### config.mk
export PLATFORM = sky130hd
export DESIGN_NAME = multi_erase_sched
export DESIGN_NICKNAME = d
export VERILOG_FILES = /design/src/rtl/esch_pkg.sv /design/src/rtl/esch_counter.sv /design/src/rtl/esch_lowest.sv /design/src/rtl/multi_erase_sched.sv
export SDC_FILE = /design/constraint.sdc
export NUM_CORES = 1
export LEC_CHECK = 0
export ABC_AREA = 1
export BUFFER_PORTS_ARGS = -buffer_cell sky130_fd_sc_hd__buf_2
export CAP_MARGIN = 20
export CORE_ASPECT_RATIO = 0.7
export CORE_MARGIN = 2
export CORE_UTILIZATION = 45
export DETAILED_ROUTE_END_ITERATION = 10
export PLACE_DENSITY = 0.72
export SLEW_MARGIN = 5
export SYNTH_ARGS = -nofsm -noshare
export SYNTH_HDL_FRONTEND = slang
export SYNTH_SLANG_ARGS = --single-unit
### constraint.sdc
create_clock -name clk -period 5.73 [get_ports clk]
set_input_delay 0.573 -clock clk [delete_from_list [all_inputs] [get_ports clk]]
set_output_delay 0.573 -clock clk [all_outputs]
set_load 0.05 [all_outputs]
### src/rtl/esch_pkg.sv
package esch_pkg;
  typedef enum logic [2:0] {
    ST_IDLE,
    ST_WIN,
    ST_WIN_HELD,
    ST_RUN,
    ST_RUN_HELD,
    ST_VOID
  } esch_state_e;
endpackage

### src/rtl/esch_counter.sv
module esch_counter #(
  parameter int LIMIT = 50
) (
  input  logic clk,
  input  logic rst_n,
  input  logic clr,
  input  logic inc,
  output logic expire
);
  localparam int CW = $clog2(LIMIT + 1);
  logic [CW-1:0] cnt_q;

  assign expire = inc && (cnt_q == CW'(LIMIT - 1));

  always_ff @(posedge clk) begin
    if (!rst_n || clr) cnt_q <= '0;
    else if (inc) cnt_q <= expire ? '0 : cnt_q + 1'b1;
  end
endmodule

### src/rtl/esch_lowest.sv
module esch_lowest #(
  parameter int N = 16
) (
  input  logic [N-1:0] vec,
  output logic [N-1:0] oh
);
  logic [N:0] seen;
  assign seen[0] = 1'b0;
  for (genvar i = 0; i < N; i++) begin : g_chain
    assign oh[i]       = vec[i] & ~seen[i];
    assign seen[i + 1] = seen[i] | vec[i];
  end
endmodule

### src/rtl/multi_erase_sched.sv
module multi_erase_sched
  import esch_pkg::*;
#(
  parameter int NBLK       = 16,
  parameter int WIN_TICKS  = 50,
  parameter int NULL_TICKS = 100,
  parameter int ERASE_CYC  = 1000,
  localparam int IDX_W     = (NBLK > 1) ? $clog2(NBLK) : 1
) (
  input  logic             clk,
  input  logic             rst_n,
  input  logic             add_valid,
  input  logic [IDX_W-1:0] add_idx,
  output logic             add_ready,
  input  logic             suspend,
  input  logic             resume,
  input  logic             abort,
  input  logic             tick,
  input  logic             fault,
  input  logic [NBLK-1:0]  protect,
  output logic             busy,
  output logic             timer_started,
  output logic             suspended,
  output logic [NBLK-1:0]  erasing,
  output logic             done,
  output logic             err
);
  esch_state_e st_q, st_n;
  logic [NBLK-1:0] sel_q, pend_q, add_oh, low_oh, live;
  logic add_acc, start_evt, live_none;
  logic win_inc, win_clr, win_exp;
  logic void_inc, void_clr, void_exp;
  logic cell_inc, cell_clr, blk_end, last_blk;
  logic cur_fail_q, err_q, done_q;

  // index decode; out-of-range indices select nothing
  for (genvar i = 0; i < NBLK; i++) begin : g_dec
    assign add_oh[i] = (add_idx == IDX_W'(i));
  end

  assign add_ready = ((st_q == ST_IDLE) || (st_q == ST_WIN)) && !err_q && !suspend && !abort;
  assign add_acc   = add_valid && add_ready;
  assign live      = sel_q & ~protect;
  assign live_none = (live == '0);

  // selection window
  assign win_inc = (st_q == ST_WIN) && tick && !suspend && !abort && !add_acc;
  assign win_clr = add_acc || (st_q == ST_IDLE) || abort;
  esch_counter #(.LIMIT(WIN_TICKS)) i_win (
    .clk(clk), .rst_n(rst_n), .clr(win_clr), .inc(win_inc), .expire(win_exp)
  );

  assign start_evt = !abort && (win_exp || ((st_q == ST_WIN_HELD) && resume));

  // empty run when every listed block is protected
  assign void_inc = (st_q == ST_VOID) && tick && !abort;
  assign void_clr = start_evt || abort;
  esch_counter #(.LIMIT(NULL_TICKS)) i_void (
    .clk(clk), .rst_n(rst_n), .clr(void_clr), .inc(void_inc), .expire(void_exp)
  );

  // per-block erase progress
  assign cell_inc = (st_q == ST_RUN) && !suspend && !abort;
  assign cell_clr = start_evt || abort;
  esch_counter #(.LIMIT(ERASE_CYC)) i_cell (
    .clk(clk), .rst_n(rst_n), .clr(cell_clr), .inc(cell_inc), .expire(blk_end)
  );

  esch_lowest #(.N(NBLK)) i_low (.vec(pend_q), .oh(low_oh));
  assign last_blk = ((pend_q & ~low_oh) == '0);

  always_comb begin
    st_n = st_q;
    if (abort) st_n = ST_IDLE;
    else begin
      unique case (st_q)
        ST_IDLE:     if (add_acc) st_n = ST_WIN;
        ST_WIN: begin
          if (suspend) st_n = ST_WIN_HELD;
          else if (start_evt) st_n = live_none ? ST_VOID : ST_RUN;
        end
        ST_WIN_HELD: if (start_evt) st_n = live_none ? ST_VOID : ST_RUN;
        ST_RUN: begin
          if (suspend) st_n = ST_RUN_HELD;
          else if (blk_end && last_blk) st_n = ST_IDLE;
        end
        ST_RUN_HELD: if (resume) st_n = ST_RUN;
        ST_VOID:     if (void_exp) st_n = ST_IDLE;
        default:     st_n = ST_IDLE;
      endcase
    end
  end

  always_ff @(posedge clk) begin
    if (!rst_n) begin
      st_q       <= ST_IDLE;
      sel_q      <= '0;
      pend_q     <= '0;
      cur_fail_q <= 1'b0;
      err_q      <= 1'b0;
      done_q     <= 1'b0;
    end else begin
      st_q   <= st_n;
      done_q <= !abort && ((blk_end && last_blk) || void_exp);

      if (st_n == ST_IDLE) sel_q <= '0;
      else if (add_acc) sel_q <= sel_q | add_oh;

      if (abort) pend_q <= '0;
      else if (start_evt) pend_q <= live;
      else if (blk_end) pend_q <= pend_q & ~low_oh;

      if (abort || start_evt || blk_end) cur_fail_q <= 1'b0;
      else if (cell_inc && fault) cur_fail_q <= 1'b1;

      if (abort) err_q <= 1'b0;
      else if (blk_end && (cur_fail_q || fault)) err_q <= 1'b1;
    end
  end

  assign busy          = (st_q == ST_WIN) || (st_q == ST_RUN) || (st_q == ST_VOID);
  assign timer_started = (st_q == ST_RUN) || (st_q == ST_RUN_HELD) || (st_q == ST_VOID);
  assign suspended     = (st_q == ST_WIN_HELD) || (st_q == ST_RUN_HELD);
  assign erasing       = ((st_q == ST_WIN) || (st_q == ST_WIN_HELD)) ? sel_q :
                         ((st_q == ST_RUN) || (st_q == ST_RUN_HELD)) ? pend_q : '0;
  assign done          = done_q;
  assign err           = err_q;
endmodule

# After elaboration in Yosys (flattened, before gate mapping)
# Index checks and enable logic that the tools add are counted.
# totals
register_bits	61
latchBits	0
ram_bits	0
romBits	0
input_bits	28
output_inout_bits	22
wordCells	153
n_memories	0
# classes
addsub	3
mul	0
div_mod_pow	0
order_cmp	0
n_eq_ne	23
shifts	0
muxes	17
bitwise	50
reduce_logical	51
# ops
cell	count
$mux 16	4
$and 16x16->16	2
$eq 4x4->1 const B	8
$logic_not 16->1	2
$not 16->16	2
$mux 3	9
$logic_and 1x1->1	21
$pmux 3 s6	1
$eq 4x3->1 const B	4
$logic_or 1x1->1	16
$not 1->1	16
$or 16x16->16	1
$and 1x1->1	15
$or 1x1->1	14
$add 10x1->10 const B	1
$eq 10x10->1 const B	1
$mux 10	1
$eq 4x2->1 const B	2
$add 7x1->7 const B	1
$eq 7x7->1 const B	1
$mux 7	1
$add 6x1->6 const B	1
$eq 3x2->1 const B	2
$eq 3x3->1 const B	2
9 further kinds	16

# Depth between registers and ports, before layout
# Gate-level depths: netlist (run 1).
# logic_depth
depth_word	26
ltp_mapped	19

# Cells and area by module
# A second synthesis (run 1) with hierarchy kept.
# hier_totals
hier_cells	607
area_unflattened_um2	3848.7
# modules_own_cells
module	n_inst	cells_per_inst	area_per_inst_um2	seq_area_each_um2
multi_erase_sched	1	389	2344.7	760.7
esch_counter at i_cell	1	71	579.3	200.2
esch_counter at i_void	1	60	390.4	140.1
esch_counter at i_win	1	47	327.8	120.1
esch_lowest	1	40	206.4	0.0

# Worst setup path before layout (run 1)
# OpenSTA, ideal clock, no wires.
# synth_timing
kind	input to register
startpoint	input port suspend
endpoint	register sel_q[10]
setup_time_ns	0.109
arrival_ns	2.730
t_required_ns	5.621
slack_ns	2.891
cell_stages	19
path_cell_list	inv_1 > nand3_1 > nor3_2 > nand2_1 > nand2_2 > inv_4 > nand2_2 > o21ai_2 > nand2_4 > inv_4 > nand2_2 > o211ai_1 > a21oi_1 > nand2_1 > nand2_2 > nand3_4 > buf_6 > nand2_1 > inv_1
# synth_between
elab_chain_len	15
word_cells_on_any_way	24
# synth_rtl
item	line	source
start: declaration	multi_erase_sched.sv:15	input logic suspend,
$logic_not 1->1 *	multi_erase_sched.sv:41	assign add_ready = ((st_q == ST_IDLE) || (st_q == ST_WIN)) && !err_q && !suspend && !abort;
$logic_and 1x1->1 * (2 in series)	multi_erase_sched.sv:41	
via add_ready	multi_erase_sched.sv:14	output logic add_ready,
$logic_and 1x1->1 *	multi_erase_sched.sv:42	assign add_acc = add_valid && add_ready;
$logic_not 1->1	multi_erase_sched.sv:47	assign win_inc = (st_q == ST_WIN) && tick && !suspend && !abort && !add_acc;
$logic_and 1x1->1	multi_erase_sched.sv:47	
$logic_and 1x1->1	esch_counter.sv:13	assign expire = inc && (cnt_q == CW'(LIMIT - 1));
$logic_or 1x1->1	multi_erase_sched.sv:53	assign start_evt = !abort && (win_exp || ((st_q == ST_WIN_HELD) && resume));
$logic_and 1x1->1	multi_erase_sched.sv:53	
$mux 3	multi_erase_sched.sv:80, multi_erase_sched.sv:82	
$mux 3	multi_erase_sched.sv:79	if (suspend) st_n = ST_WIN_HELD;
$pmux 3 s6	multi_erase_sched.sv:76	unique case (st_q)
$mux 3	multi_erase_sched.sv:74	if (abort) st_n = ST_IDLE;
$logic_not 3->1	multi_erase_sched.sv:106	if (st_n == ST_IDLE) sel_q <= '0;
$reduce_or 2->1 (no source line)	n/a	
end signal: assignment	multi_erase_sched.sv:107	else if (add_acc) sel_q <= sel_q | add_oh;
end: declaration	multi_erase_sched.sv:29	logic [NBLK-1:0] sel_q, pend_q, add_oh, low_oh, live;
# The timed path passes the listed nets; every way through them passes the cells marked *.
# A chain may end at the register's enable or synchronous reset.

# Worst setup path after layout (run 1)
# layout_timing
startpoint	register st_q[1]
endpoint	output port erasing[12]
# layout_between
elab_chain_len	4
word_cells_on_any_way	8
# layout_rtl
item	line	source
start: declaration	multi_erase_sched.sv:28	esch_state_e st_q, st_n;
start signal: assignment	multi_erase_sched.sv:103	st_q <= st_n;
$eq 3x2->1 / $eq 3x3->1 (equally long branches)	multi_erase_sched.sv:125	((st_q == ST_RUN) || (st_q == ST_RUN_HELD)) ? pend_q : '0;
$logic_or 1x1->1	multi_erase_sched.sv:125	
$mux 16	multi_erase_sched.sv:125	
$mux 16 *	multi_erase_sched.sv:124	assign erasing = ((st_q == ST_WIN) || (st_q == ST_WIN_HELD)) ? sel_q :
end: declaration	multi_erase_sched.sv:24	output logic [NBLK-1:0] erasing,
# Mark *: on every way between the ends. The rest lies on a longest branch, timed or not.

==> run_results.csv, run 1 <==
group,metric,value,unit
synth,synth_seq_area_share,34.8,%
timing,tightest_slew,1.11,ns
final_layout,nets,618,
cts,hold_buffers,0,
detailed_routing,vias_per_cell,5.20,
cts,clockBufferDepth,2,
global_routing,use_met1,33.4,%
detailed_routing,first_iter_violations,190,
cts,cts_tree,"yes",
detailed_routing,drc,0,
final_layout,ff_latch_area,0.00122,mm²
synth,synthArstFlopShare,0,%
global_routing,grt_pass1_vias,3349,
critical_path,worstPathRequired,5.16,ns
cts,ctsResizeCount,0,
synth,synth_cells,533,
final_layout,diodes,0,
final_layout,num-fill-cells,718,
detailed_routing,route.vias.total,3570,
synth,syn_avg_cell_area,6.58,µm²
die,num_rows,26,
synth,synth_fa_ha_area_share,1.43,%
timing,fmax,329,MHz
synth,synth-compound-area-share,14.9,%
global_routing,grt_util_met2,34.0,%
final_layout,syn_to_final_growth,14.5,%
place,portBuffers,49,
detailed_routing,firstDrtPassIters,5,
final_layout,final_util,54.1,%
global_routing,grt_pass1_wl,15600,µm
critical_path,cp_max_fo,14,
global_routing,grt_util_all_layers,23.4,%
die,die_w,109,µm
run,cap_violations,0,
cts,clock-root-buffer,"clkbuf_8",
synth,synth.distinct_cells,39,
pwr,clockPowerShare,44.3,%
timing,whs,0.447,ns
critical_path,arrival,2.47,ns
critical_path,crit_path_start_kind,"flip-flop",
status,status,"finished clean",
synth,ys_warn_count,0,
pwr,p_seq_share,51.8,%
detailed_routing,ant_nets,0,
synth,ys_ff_latch,61,
timing,hold_viol,0,
synth,muxShareOfSynthArea,0,%
cts,clock_latency,0.34,ns
die,die_h,77.8,µm
timing,rsz0062_at_grt,"false",
detailed_routing,wire_per_inst,13.4,µm
final_layout,drive_above_1_share,17.7,%
cts,numCtsBuffers,9,
die,die_area,0.00852,mm²
cts,cts_setup_buffers,0,
synth,yosys.area.top_type_share,34.8,%
pwr,p_sw,0.000177,W
critical_path,path_class,"flip-flop to output pin",
global_routing,antenna_found_initial,0,
synth,synth_most_common_cell,"inv_1",
global_routing,grt_max_degree,17,
pwr,combPwrFrac,3.9,%
global_routing,top_usage_layer,"met2",
cts,clk_pin_slew,0.06,ns
synth,syn_area,0.00350,mm²
timing,clock_skew,0.00446,ns
synth,synth_area_leader_cell,"dfxtp_1",
synth,synth_edf_count,0,
die,core_area,0.00742,mm²
synth,syn-num-nets,565,
timing,setup-tns-final,0,ns
synth,synth_top_family_by_area,"simple AND/OR/NAND/NOR gates",
die,io_pins,50,
pwr,leakage,1.84,nW
place,place_congestion,0.971,
pwr,p_int,0.000642,W
synth,yosys.area_share.simple,34.5,%
synth,synth-main-ff-cell,"dfxtp_1",
global_routing,use_met3,7.14,%
timing,timing.final.crit_period,3.04,ns
pwr,p_per_area,204,mW/mm²
critical_path,setup.worst_path.end_class,"output pin",
timing,timing.slew.headroom,25.9,%
synth,synthTopCellsByCount,"106 x inv_1, 98 x nand2_1, 66 x nor2_1",
pwr,peakVddDrop,105,µV
detailed_routing,wl,9180,µm
cts,htree_levels,3,
synth,synthXorXnorAreaFrac,1.00,%
worst_hold_path,hold_class,"flip-flop to flip-flop",
timing,slew_viol_final,0,
timing,setup_viol,0,
final_layout,multiInputGateArea,0.00182,mm²
die,start_util,47.3,%
pwr,p_sw_share,21.6,%
global_routing,grt.overflow.total,0,
place,hpwlAfterDp,7280,µm
cts,cts.sinks,61,
synth,synth.area.top_cells,"dfxtp_1 35%, inv_1 11%, nand2_1 10%, nor2_1 7.1%, o21ai_0 4.7%",
timing,period_share,53.1,%
flip-flops by register name (all words and copies together), names as in the netlist:
register / cells
done: 1
i_cell.cnt_q: 10
i_void.cnt_q: 7
cur_fail_q: 1
err: 1
i_win.cnt_q: 6
sel_q: 16
st_q: 3
pend_q: 16
power by group through the flow:
stage | clock network (W) | registers (W) | logic, W
floorplan | 0 | 0.000434 | 0.0000157
global placement | 0 | 0.000434 | 0.0000308
detailed placement | 0 | 0.000434 | 0.0000316
CTS | 0.000375 | 0.000424 | 0.0000318
global route | 0.000390 | 0.000424 | 0.0000357
finish | 0.000363 | 0.000424 | 0.0000319
layout by cell type (no fill, tap or decap), drive strengths merged:
master  Yosys  routed
a211oi      2       2
a21oi      16      16
a221oi      1       1
a31oi       5       5
and3        2       2
buf         3      49
bufinv      0       1
clkbuf      4      12
clkinv      1       2
dfxtp      61      61
ha          4       4
inv       112     112
nand2     107     107
nand3      23      23
nand4      12      12
nor2       68      68
nor3       18      18
nor3b       3       3
nor4        4       4
o211ai      3       3
o21a        8       8
o21ai      34      34
o221ai      1       1
o22ai      18      18
o31a        1       1
or2        18      18
xnor2       1       1
xor2        3       3
final cells by class:
type                            count  area share, %
Clock inverter                      2          0.873
Inverter                          113           10.7
Clock buffer                       12           3.62
Timing Repair Buffer               49           6.11
Tap cell                           98           3.05
Multi-Input combinational cell    352           45.2
Sequential cell                    61           30.4
routing by layer:
layer	share of wire, %	up-vias
met5	0	-
met4	0.84	0
met3	8.4	7
met2	41	148
met1	49	1602
li1	-	1813
worst paths after layout:
kind,startpoint,to,slack (ns),depth (start not counted)
hold reg to reg,cur_fail_q,cur_fail_q,0.45,2
setup reg to reg,st_q[1],pend_q[10],3.02,14
hold / removal,cur_fail_q,cur_fail_q,0.45,2
setup / recovery,st_q[1],erasing[12],2.69,6
critical path: stages (launching register included):
cell	delay, ns
dfxtp_1	0.54
nor2_1	0.09
inv_1	0.08
nor2_1	0.10
nor2_1	0.85
o22ai_1	0.20
buf_2	0.27
per-stage QoR:
stage / std cells / setup slack, ns / area (µm²) / power, W
final: 687 / 2.69 / 4010 / 0.000819
after global placement: 673 / 2.94 / 3830 / 0.000465
after floorplan: 533 / 2.89 / 3500 / 0.000449
after detailed placement: 673 / 2.70 / 3830 / 0.000465
after CTS: 687 / 2.76 / 4010 / 0.000831
after global routing: 687 / 2.55 / 4010 / 0.000850
cells by family (layout without fill, tap and decap cells):
group | Yosys count | in the layout
xor gates and xnor gates | 4 | 4
and+or+nand+nor | 255 | 255
DFF | 61 | 61
buffers and inverters | 120 | 176
AOI/OAI and AO/OA | 89 | 89
adders and majority gates | 4 | 4
No activity file was read; power rests on OpenSTA's default activity.
==> run 2: changes to the inputs <==
--- a/config.mk
+++ b/config.mk
@@ -12,7 +12,7 @@
 export CORE_MARGIN = 2
 export CORE_UTILIZATION = 45
 export DETAILED_ROUTE_END_ITERATION = 10
-export PLACE_DENSITY = 0.72
+export PLACE_DENSITY = 0.75
 export SLEW_MARGIN = 5
 export SYNTH_ARGS = -nofsm -noshare
 export SYNTH_HDL_FRONTEND = slang
==> constraint.sdc (replaced) <==
create_clock -name clk -period 2.55 [get_ports clk]
set_input_delay 0.255 -clock clk [delete_from_list [all_inputs] [get_ports clk]]
set_output_delay 0.255 -clock clk [all_outputs]
set_load 0.05 [all_outputs]
==> run 2 against run 1 <==
Sequential power increased by 120%. Setup slack got worse by 2.6 ns. Flip-flop and latch count unchanged. Combinational power increased to 2.5 times the previous value. Clock power increased by 110%. Non-clock buffer count increased by 21. Routed wire length increased by 7.4%. Core utilization increased by 3.5 points. Critical path type is now flip-flop to flip-flop. Largest cell class unchanged.
==> run_results.csv, run 2 (synthesis results as in run 1) <==
group,metric,value,unit
global_routing,grt_pass1_vias,3382,
final_layout,nets,640,
critical_path,reg2reg_to,"sel_q[3]",
cts,clock-root-buffer,"clkbuf_8",
timing,hold_viol,0,
critical_path,crit_path_max_incr_delay,0.34,ns
critical_path,setup.worst_path.end_class,"flip-flop",
detailed_routing,drc,0,
critical_path,reg2reg_from,"pend_q[0]",
critical_path,crit_chain,"nor2_4, nand4_1, nor2_1, nand4_1, nor3_2, nand3_1, nand2_2, inv_1, nor2_2, nand3_2, nand2_2, nand2_2, nand2_4, nand3_4, nand2_1, inv_1",
global_routing,grt_util_all_layers,23.7,%
global_routing,grt_pass1_wl,15800,µm
global_routing,use_met1,33.4,%
critical_path,path_class,"flip-flop to flip-flop",
cts,clock_latency,0.35,ns
timing,whs,0.177,ns
worst_hold_path,hold_class,"input port to flip-flop",
final_layout,final_cell_mix,"105 x inv_1, 89 x nand2_1, 62 x nor2_1",
final_layout,num-fill-cells,731,
critical_path,crit_path_start_kind,"flip-flop",
timing,clock_skew,0.0139,ns
cts,clockBufferDepth,2,
final_layout,final_common_cell,"inv_1",
critical_path,cp_common_cell,"nand2_2",
detailed_routing,wire_per_inst,13.9,µm
critical_path,cp_max_fo,8,
die,die_area,0.00852,mm²
cts,htree_levels,3,
pwr,power.total,0.00181,W
critical_path,crit_family,"simple AND/OR/NAND/NOR gates",
final_layout,stdcell_area,0.00427,mm²
cts,cts_tree,"yes",
timing,fmax,404,MHz
place,place_congestion,0.967,
global_routing,grt_max_degree,17,
timing,timing.slew.headroom,65.4,%
die,die_w,109,µm
critical_path,arrival,2.72,ns
cts,hold_buffers,0,
global_routing,grt_util_met2,34.4,%
global_routing,grt.overflow.total,0,
die,io_pins,50,
timing,slew_viol_final,0,
global_routing,top_usage_layer,"met2",
pwr,peakVddDrop,231,µV
final_layout,syn_to_final_growth,22.0,%
pwr,leakage,1.98,nW
worst_hold_path,hold_start,"fault",
final_layout,drive_above_1_share,24.3,%
run,cap_violations,0,
detailed_routing,firstDrtPassIters,5,
final_layout,biggestRegsByFlops,"pend_q: 16 flops, sel_q: 16 flops, i_cell.cnt_q: 10 flops",
die,core_area,0.00742,mm²
place,hpwlAfterDp,7140,µm
critical_path,reg2reg_depth,16,
worst_hold_path,min_path_cells,3,
die,num_rows,26,
die,die_h,77.8,µm
die,start_util,47.3,%
status,status,"finished clean",
timing,tightest_slew,0.518,ns
timing,setup-tns-final,0,ns
timing,period_share,97.0,%
critical_path,critical_path_buf_inv_count,2,
cts,clk_pin_slew,0.08,ns
timing,timing.final.crit_period,2.47,ns
detailed_routing,wl,9860,µm
pwr,p_per_area,423,mW/mm²
place,postPlaceCellArea,0.00392,mm²
critical_path,worstPathRequired,2.80,ns
cts,numCtsBuffers,9,
detailed_routing,first_iter_violations,354,
place,portBuffers,49,
global_routing,antenna_found_initial,0,
timing,setup_viol,0,
detailed_routing,ant_nets,0,
critical_path,cp_slowest_cell,"dfxtp_2",
cts,cts.sinks,61,
global_routing,use_met3,7.23,%
final_layout,diodes,0,
detailed_routing,vias_per_cell,5.18,
worst_hold_path,worstHoldEndpoint,"cur_fail_q",
critical_path,r2r_slack,0.08,ns
detailed_routing,route.vias.total,3675,
## run 2: cell count changes in the layout (fill, tap and decap cells not counted), moves of 4 or more
cell and delta:
nor2_1 -4, buf_4 +20, nand2_1 -9, clkinvlp_4 +4, dfxtp_1 -4, nand2_2 +6
## run 2: area by class of cell
class | count | area, µm² | share of cell area [%]
repair buffers | 70 | 415 | 9.72
well taps | 98 | 123 | 2.87
flip-flops and latches | 61 | 1230 | 28.7
inverters | 113 | 433 | 10.1
multi-input cells | 353 | 1900 | 44.5
clock inverters | 5 | 36.3 | 0.849
clock buffers | 10 | 138 | 3.22
## run 2: where the power goes
part	internal, W	switching (W)	leakage (nW)
clock network	0.000374	0.000400	0.0808
logic	0.0000279	0.0000529	1.41
registers	0.000951	0.000000485	0.493
## run 2: timing repair
action,in CTS,in global routing
buffers inserted,0,10
setup endpoints to repair,0,19
resized for setup,0,25
## run 2: worst max-delay path by stage
stage               depth (start not counted)      start        end
floorplan                                  19        err  sel_q[10]
global placement                           19    suspend  sel_q[11]
global route                               16  pend_q[0]   sel_q[3]
detailed placement                         19    suspend   sel_q[0]
finish                                     16  pend_q[0]   sel_q[3]
CTS                                        17    st_q[0]   sel_q[0]
## run 2: stage by stage
stage / cells / utilization, % / setup slack (ns)
after global placement: 684 / 52.9 / 0.0131
after CTS: 699 / 55.2 / 0.0805
after floorplan: 533 / - / 0.0195
after detailed placement: 684 / 52.9 / -0.0280
final: 710 / 57.6 / 0.0758
after global routing: 710 / 57.6 / -0.0953
## run 2: metal layers
layer	wire length (µm)	vias up
met3	877	16
met2	4120	154
li1	-	1856
met1	4730	1649
met5	0	-
met4	131	0
## run 2: worst register-to-register path, cell delays in order, from the launching register on
cell and delay [ns]:
dfxtp_2 0.34, nor2_4 0.11, nand4_1 0.18, nor2_1 0.14, nand4_1 0.17, nor3_2 0.29, nand3_1 0.14, nand2_2 0.10
inv_1 0.06, nor2_2 0.12, nand3_2 0.11, nand2_2 0.11, nand2_2 0.08, nand2_4 0.12, nand3_4 0.17, nand2_1 0.11
inv_1 0.04
